**src/rtl/xflow_pkg.sv**
```systemverilog
package xflow_pkg;

    typedef enum logic [1:0] {
        FL_NORMAL   = 2'b00,
        FL_HALTPEND = 2'b01,
        FL_REEN     = 2'b10,
        FL_HALTED   = 2'b11
    } flow_e;

    typedef enum logic [1:0] {
        PD_NONE = 2'b00,
        PD_XOFF = 2'b10,
        PD_XON  = 2'b11
    } pend_e;

    localparam logic [2:0] ADR_STAT = 3'd0;
    localparam logic [2:0] ADR_ENAB = 3'd1;
    localparam logic [2:0] ADR_MODE = 3'd2;
    localparam logic [2:0] ADR_XON  = 3'd3;
    localparam logic [2:0] ADR_XOFF = 3'd4;
    localparam logic [2:0] ADR_CMD  = 3'd5;

    localparam int NFEAT   = 4;
    localparam int FT_WDOG = 0;
    localparam int FT_ADDR = 1;
    localparam int FT_XON  = 2;
    localparam int FT_XOFF = 3;

endpackage

```
**src/rtl/xflow_enable_bank.sv**
```systemverilog
module xflow_enable_bank #(
    parameter int NF = 4
) (
    input  logic            clk,
    input  logic            rst_n,
    input  logic            wr,
    input  logic [2*NF-1:0] pairs,
    output logic [NF-1:0]   en
);
    logic [NF-1:0] en_d, en_q;

    for (genvar k = 0; k < NF; k++) begin : g_feat
        // clear bit dominates the set bit of the same pair
        assign en_d[k] = !wr              ? en_q[k] :
                         pairs[2*k+1]     ? 1'b0    :
                         pairs[2*k]       ? 1'b1    : en_q[k];


        clear_wins_chk: assert property (@(posedge clk) disable iff (!rst_n)
            (wr && pairs[2*k+1]) |=> !en[k]);

        set_only_chk: assert property (@(posedge clk) disable iff (!rst_n)
            (wr && pairs[2*k] && !pairs[2*k+1]) |=> en[k]);
    end

    always_ff @(posedge clk or negedge rst_n) begin
        if (!rst_n) en_q <= '0;
        else        en_q <= en_d;
    end

    assign en = en_q;
endmodule

```
**src/rtl/xflow_match.sv**
```systemverilog
module xflow_match #(
    parameter int CW = 8
) (
    input  logic          valid,
    input  logic [CW-1:0] data,
    input  logic [CW-1:0] xon_chr,
    input  logic [CW-1:0] xoff_chr,
    output logic          hit_xon,
    output logic          hit_xoff
);
    always_comb begin
        hit_xon  = valid && (data == xon_chr);
        hit_xoff = valid && (data == xoff_chr);
    end
endmodule

```
**src/rtl/xflow_ctrl.sv**
```systemverilog
module xflow_ctrl
    import xflow_pkg::*;
#(
    parameter int          CHAR_W   = 8,
    parameter logic [7:0]  XON_RST  = 8'h11,
    parameter logic [7:0]  XOFF_RST = 8'h13
) (
    input  logic              clk,
    input  logic              rst_n,
    input  logic              reg_wr,
    input  logic              reg_rd,
    input  logic [2:0]        reg_addr,
    input  logic [CHAR_W-1:0] reg_wdata,
    output logic [CHAR_W-1:0] reg_rdata,
    input  logic              rx_valid,
    input  logic [CHAR_W-1:0] rx_data,
    input  logic              fifo_empty,
    input  logic [CHAR_W-1:0] fifo_data,
    output logic              fifo_pop,
    output logic              ser_load,
    output logic [CHAR_W-1:0] ser_data,
    input  logic              ser_done,
    output logic              wdog_en,
    output logic              addr_rec_en
);
    localparam int PAIR_W = 2 * NFEAT;

    typedef struct packed {
        logic [1:0]        rxx;       // {xon seen, xoff seen}
        logic [1:0]        atx;       // {xoff sent, xon sent}
        flow_e             flow;
        pend_e             pend;
        logic              idle_wait;
        logic              cur_x;
        logic              busy;
        logic              auto_rx;
        logic [CHAR_W-1:0] xon_chr;
        logic [CHAR_W-1:0] xoff_chr;
        logic [CHAR_W-1:0] rdata;
    } st_t;

    st_t st_d, st_q;

    logic [NFEAT-1:0] en;
    logic             hit_xon, hit_xoff;
    logic             rd_stat, wr_enab, wr_mode, wr_xon, wr_xoff, wr_cmd;
    logic             xon_en, xoff_en, flow_ctl_on;
    logic             load_x, load_data, busy_now, data_ok;
    logic [1:0]       charst;
    logic [7:0]       stat;

    xflow_enable_bank #(.NF(NFEAT)) u_enab (
        .clk   (clk),
        .rst_n (rst_n),
        .wr    (wr_enab),
        .pairs (reg_wdata[PAIR_W-1:0]),
        .en    (en)
    );

    xflow_match #(.CW(CHAR_W)) u_match (
        .valid    (rx_valid),
        .data     (rx_data),
        .xon_chr  (st_q.xon_chr),
        .xoff_chr (st_q.xoff_chr),
        .hit_xon  (hit_xon),
        .hit_xoff (hit_xoff)
    );

    always_comb begin
        rd_stat = reg_rd && (reg_addr == ADR_STAT);
        wr_enab = reg_wr && (reg_addr == ADR_ENAB);
        wr_mode = reg_wr && (reg_addr == ADR_MODE);
        wr_xon  = reg_wr && (reg_addr == ADR_XON);
        wr_xoff = reg_wr && (reg_addr == ADR_XOFF);
        wr_cmd  = reg_wr && (reg_addr == ADR_CMD);

        xon_en      = en[FT_XON];
        xoff_en     = en[FT_XOFF];
        flow_ctl_on = xon_en || xoff_en;

        // transmit sequencing: one character on the line at a time
        data_ok   = !fifo_empty && !(st_q.flow == FL_HALTPEND || st_q.flow == FL_HALTED);
        load_x    = !st_q.busy && (st_q.pend != PD_NONE);
        load_data = !st_q.busy && !load_x && data_ok;
        ser_load  = load_x || load_data;
        fifo_pop  = load_data;
        ser_data  = load_x ? ((st_q.pend == PD_XON) ? st_q.xon_chr : st_q.xoff_chr) : fifo_data;
        busy_now  = (st_q.busy && !ser_done) || ser_load;

        charst = 2'b00;
        if (st_q.auto_rx || flow_ctl_on)
            charst = (st_q.pend != PD_NONE) ? st_q.pend : {1'b0, st_q.idle_wait};
        stat = {st_q.rxx, st_q.atx, st_q.flow, charst};

        st_d = st_q;

        // line occupancy and idle-wait tracking
        if (ser_load)      st_d.busy = 1'b1;
        else if (ser_done) st_d.busy = 1'b0;
        if (ser_load) st_d.cur_x = load_x;
        if (ser_load)                     st_d.idle_wait = 1'b0;
        else if (ser_done && st_q.cur_x)  st_d.idle_wait = 1'b1;

        // received flow characters: sticky, new events beat the read clear
        st_d.rxx = (rd_stat ? 2'b00 : st_q.rxx) | {hit_xon, hit_xoff};

        // send requests
        if (load_x) st_d.pend = PD_NONE;
        if (wr_cmd) begin
            if (reg_wdata[1])      st_d.pend = PD_XOFF;
            else if (reg_wdata[0]) st_d.pend = PD_XON;
        end
        if (!st_q.auto_rx) st_d.pend = PD_NONE;

        // flow characters sent
        st_d.atx = rd_stat ? 2'b00 : st_q.atx;
        if (load_x) begin
            if (st_q.pend == PD_XON) st_d.atx[0] = 1'b1;
            else                     st_d.atx[1] = 1'b1;
        end
        if (!st_q.auto_rx) st_d.atx = 2'b00;

        // transmit flow state
        if (xoff_en && hit_xoff && (st_q.flow == FL_NORMAL || st_q.flow == FL_REEN))
            st_d.flow = busy_now ? FL_HALTPEND : FL_HALTED;
        else if (xon_en && hit_xon && (st_q.flow == FL_HALTPEND || st_q.flow == FL_HALTED))
            st_d.flow = FL_REEN;
        else if (st_q.flow == FL_HALTPEND && ser_done)
            st_d.flow = FL_HALTED;
        else if (st_q.flow == FL_REEN && rd_stat)
            st_d.flow = FL_NORMAL;
        if (!flow_ctl_on) st_d.flow = FL_NORMAL;

        // host registers
        if (wr_mode) st_d.auto_rx  = reg_wdata[0];
        if (wr_xon)  st_d.xon_chr  = reg_wdata;
        if (wr_xoff) st_d.xoff_chr = reg_wdata;

        if (reg_rd) begin
            st_d.rdata = '0;
            case (reg_addr)
                ADR_STAT: st_d.rdata[7:0] = stat;
                ADR_ENAB: st_d.rdata[NFEAT-1:0] = en;
                ADR_MODE: st_d.rdata[0] = st_q.auto_rx;
                ADR_XON:  st_d.rdata = st_q.xon_chr;
                ADR_XOFF: st_d.rdata = st_q.xoff_chr;
                default:  st_d.rdata = '0;
            endcase
        end
    end

    always_ff @(posedge clk or negedge rst_n) begin
        if (!rst_n) begin
            st_q          <= '0;
            st_q.flow     <= FL_NORMAL;
            st_q.pend     <= PD_NONE;
            st_q.xon_chr  <= CHAR_W'(XON_RST);
            st_q.xoff_chr <= CHAR_W'(XOFF_RST);
        end else begin
            st_q <= st_d;
        end
    end

    assign reg_rdata   = st_q.rdata;
    assign wdog_en     = en[FT_WDOG];
    assign addr_rec_en = en[FT_ADDR];


    no_pop_halted_chk: assert property (@(posedge clk) disable iff (!rst_n)
        fifo_pop |-> !(st_q.flow == FL_HALTPEND || st_q.flow == FL_HALTED));

    rx_sticky_chk: assert property (@(posedge clk) disable iff (!rst_n)
        (st_q.rxx != 2'b00 && !rd_stat) |=> (st_q.rxx != 2'b00));

    atx_off_chk: assert property (@(posedge clk) disable iff (!rst_n)
        (!st_q.auto_rx && $past(!st_q.auto_rx)) |-> (st_q.atx == 2'b00));

    reen_clear_chk: assert property (@(posedge clk) disable iff (!rst_n)
        (rd_stat && st_q.flow == FL_REEN && !(xoff_en && hit_xoff)) |=> (st_q.flow == FL_NORMAL));

    halt_hold_chk: assert property (@(posedge clk) disable iff (!rst_n)
        (st_q.flow == FL_HALTED && xoff_en && !hit_xon && !wr_enab) |=> (st_q.flow == FL_HALTED));
endmodule

```
**config.mk**
```make
export PLATFORM = sky130hd
export DESIGN_NAME = xflow_ctrl
export DESIGN_NICKNAME = d
export VERILOG_FILES = /design/src/rtl/xflow_pkg.sv /design/src/rtl/xflow_enable_bank.sv /design/src/rtl/xflow_match.sv /design/src/rtl/xflow_ctrl.sv
export SDC_FILE = /design/constraint.sdc
export NUM_CORES = 1
export LEC_CHECK = 0
export BUFFER_PORTS_ARGS = -buffer_cell sky130_fd_sc_hd__buf_2
export CAP_MARGIN = 20
export CORE_ASPECT_RATIO = 1.25
export CORE_MARGIN = 5
export CORE_UTILIZATION = 49
export CTS_CLUSTER_SIZE = 28
export DETAILED_ROUTE_END_ITERATION = 16
export GPL_TIMING_DRIVEN = 0
export PLACE_DENSITY = 0.72
export SETUP_SLACK_MARGIN = 0.1
export SLEW_MARGIN = 20
export SYNTH_ARGS = -nofsm -noshare
export SYNTH_HDL_FRONTEND = slang
export SYNTH_SLANG_ARGS = --single-unit
export TNS_END_PERCENT = 20
```
**constraint.sdc**
```tcl
create_clock -name clk -period 1.44 [get_ports clk]
set_input_delay 0.432 -clock clk [delete_from_list [all_inputs] [get_ports clk]]
set_output_delay 0.432 -clock clk [all_outputs]
set_load 0.02 [all_outputs]
```
==> flow_summary_export.csv <==
group,metric,value,unit
drt,antenna_left,0,
placed_design,dp_hpwl,4.79,mm
placed_design,gp_congestion,0.869,
clock_network,cts_max_path_buffers,2,
synth,syn-cell-area,2400,um2
drt,drtIter0Drc,96,
cells_and_area,drive_gt1_share,47.0,%
worst_setup_path,criticalPathCategory,"reg2out",
pwr,p_per_area,1050,nW/um2
synth,avgSynthCellArea,9.78,um2
cells_and_area,area_growth,34.6,%
floorplanning,die-area,6400,um2
timing,slew_viol_final,0,
cells_and_area,antennaDiodeCount,0,
pwr,p_switching,1.14,mW
synth,synth_nets,279,
synth,ys.flop_type,"dfrtp_1",
synth,yosys-top-cells-count,"35 x dfrtp_1, 31 x a21oi_1, 23 x nor2_1, 22 x mux2_2, 21 x nand2_1",
placed_design,place_area,2810,um2
floorplanning,fp.dieW,72.6,um
grt,grtUsageTotal,22.1,%
worst_setup_path,crit_fanout,5,
synth,synth_top_area_share,36.5,%
synth,synthTopCellsByArea,"dfrtp_1 37%, mux2_2 10%, a21oi_1 6.5%",
pwr,pwr-share-clk,22.9,%
drt,drt-pass1-iter-count,4,
synth,yosysUniqueCellTypes,43,
pwr,p_leak,1.41,nW
clock_network,insertion_delay,290,ps
clock_network,cts_tree,"built",
synth,yosysMostFrequentCell,"dfrtp_1",
timing,setup_viol_count_final,11,
drt,routed-via-count,2087,
synth,async_reset_ff_share,100,%
grt,grt_max_degree,41,
cells_and_area,nNetsFinal,346,
clock_network,cts_buffers,5,
synth,synth_top_area_cell,"dfrtp_1",
status,outcome,"finished with violations",
clock_network,cts_num_sinks,40,
pwr,vdd_drop_max,0.000850,V
timing,final.min_clock_period,1950,ps
pwr,seqPwrFrac,47.1,%
worst_setup_path,cp_data_arrival_time,1520,ps
timing,post-route-period-util,135,%
pwr,p_int,2.24,mW
synth,syn_inst,245,
synth,yosys_warnings,0,
floorplanning,fp.coreArea,4730,um2
floorplanning,die_h,88.2,um
status,violations,"setup timing",
cells_and_area,fill_cells,377,
floorplanning,initial_core_util,50.7,%
timing,max_freq,513,MHz
floorplanning,pin_count,54,
pwr,swShare,33.6,%
drt,drc_errors,0,
drt,wire_per_inst,17.8,um
synth,synth_edf_count,0,
timing,rsz0062_at_grt,"yes",
timing,worst_slack,-508,ps
timing,slew_headroom,40.4,%
grt,grt.overflow.total,0,
cells_and_area,design_area,3230,um2
drt,via_per_inst,5.60,
timing,finalHoldViolations,0,
placed_design,portBuffers,52,
grt,grt_antenna_before_repair,0,
grt,first_global_vias,2239,
min_path,holdCritPathClass,"in2async",
clock_network,htreeDepth,2,
worst_setup_path,startpoint_type,"register",
run,maxCapViolCount,0,
pwr,combPwrFrac,30.0,%
floorplanning,placementRows,28,
timing,fin_skew,5.04,ps
clock_network,root_buffer,"clkbuf_8",
drt,wl,6.63,mm
timing,tightest_slew,895,ps
worst_setup_path,cp_data_required_time,1010,ps
worst_setup_path,crit_path_end_kind,"primary output",
placed_design,dp.cells,357,
synth,ys_ff_latch,40,
cells_and_area,final_cells,373,
clock_network,clk_pin_slew_worst_paths,80,ps
synth,seq_area_frac_synth,42.0,%
grt,grt_pass1_wl,10.7,mm
## metal layers
metal  share of wire (%)  track usage, %  vias up
met4                 2.5            10.2        0
met5                   0               0        -
li1                    -               -     1002
met1                  41            25.1     1002
met3                 5.0            4.59       15
met2                  52            39.2       68
## layout by cell type, fill, tap and decap left out, types with 2 or more instances in the layout
cell type  instances
a22oi_2            2
clkinv_2           2
nand2_2            5
mux2_4             5
nand2_1           14
a2bb2oi_1          3
dfrtp_2            3
nor2_1            23
buf_6             26
a21oi_1           29
nand2_4            2
buf_8              2
a22oi_1            6
o22ai_1            3
o31ai_1            2
mux2i_1            9
o21a_1             2
buf_4             12
nor2b_1            5
a21oi_2            2
mux2_2            17
nand3_1            2
buf_2             35
xnor2_1           12
nor4_4             2
clkbuf_1           2
inv_1              6
dfrtp_1           32
nor4bb_1           2
o21ai_2            7
nor3_4             2
o21ai_0            3
dfstp_2            5
clkbuf_8           6
## worst paths after layout
kind / endpoint / start / slack [ps] / depth (start not counted)
setup / recovery: ser_data[2] / st_q[28]$_DFF_PN0_ / -510 / 6
hold / removal: st_q[26]$_DFFE_PN0P_ / rst_n / 260 / 1
setup reg to reg: st_q[31]$_DFFE_PN0P_ / st_q[9]$_DFFE_PN1P_ / -210 / 5
hold reg to reg: st_q[27]$_DFFE_PN0P_ / st_q[27]$_DFFE_PN0P_ / 520 / 2
max in group asynchronous: st_q[24]$_DFFE_PN0P_ / rst_n / 580 / 1
min in group clk: u_enab.en[3]$_DFFE_PN0P_ / reg_wdata[7] / 330 / 2
## layout make-up
class / instances / area, um2 / share of cell area [%]
Multi-Input combinational cell: 182 / 1430 / 44.3
Sequential cell: 40 / 1010 / 31.3
Clock inverter: 2 / 10.0 / 0.310
Tap cell: 60 / 75.1 / 2.33
Timing Repair Buffer: 60 / 435 / 13.5
Inverter: 6 / 22.5 / 0.698
Clock buffer: 6 / 82.6 / 2.56
Buffer: 17 / 160 / 4.96
## power by group through the flow
| stage | logic, mW | clock network [mW] | registers, mW |
|---|---|---|---|
| 6_report | 1.01 | 0.773 | 1.59 |
| 5_1_grt | 1.10 | 0.838 | 1.62 |
| 4_1_cts | 0.981 | 0.796 | 1.58 |
| 3_5_place_dp | 0.884 | 0 | 1.59 |
| 3_3_place_gp | 0.862 | 0 | 1.58 |
| 2_1_floorplan | 0.640 | 0 | 1.51 |
## through the flow
| step | TNS, ps | power (mW) | worst slack [ps] | utilization (%) | hold WS (ps) |
|---|---|---|---|---|---|
| after floorplan | -571 | 2.15 | -68.9 | - | 136 |
| after global placement | -5550 | 2.44 | -280 | 59.5 | 496 |
| after detailed placement | -5750 | 2.47 | -292 | 59.5 | 507 |
| after CTS | -5150 | 3.36 | -534 | 66.3 | 290 |
| after global routing | -5750 | 3.56 | -572 | 68.2 | 324 |
| final | -4910 | 3.38 | -508 | 68.2 | 262 |
## worst max-delay path, cell delays in order (launching register included)
cell and delay (ps):
dfrtp_2 420, buf_6 150, mux2i_1 180, nor2_1 50, a21oi_1 190, o21ai_2 80
buf_4 160
## repair_timing
action,4_1_cts,5_1_grt
endpoints found under the setup margin,28,32
resized for setup,53,25
setup buffers,4,2
hold buffers,0,0
gates cloned,2,0
pin swaps,9,11
## cells by family after synthesis
logic type | after synthesis | synth area share [%]
compound gates | 67 | 17.1
xor+xnor | 14 | 5.11
buf+inv | 23 | 5.32
flops | 40 | 42.0
mux | 31 | 14.1
simple gates | 70 | 16.4
## flip-flops by register name, summed over array words and instances, names as in the netlist
| name | count |
|---|---|
| reg_rdata | 8 |
| st_q | 28 |
| u_enab.en | 4 |
(Power assumes the default switching activity.)
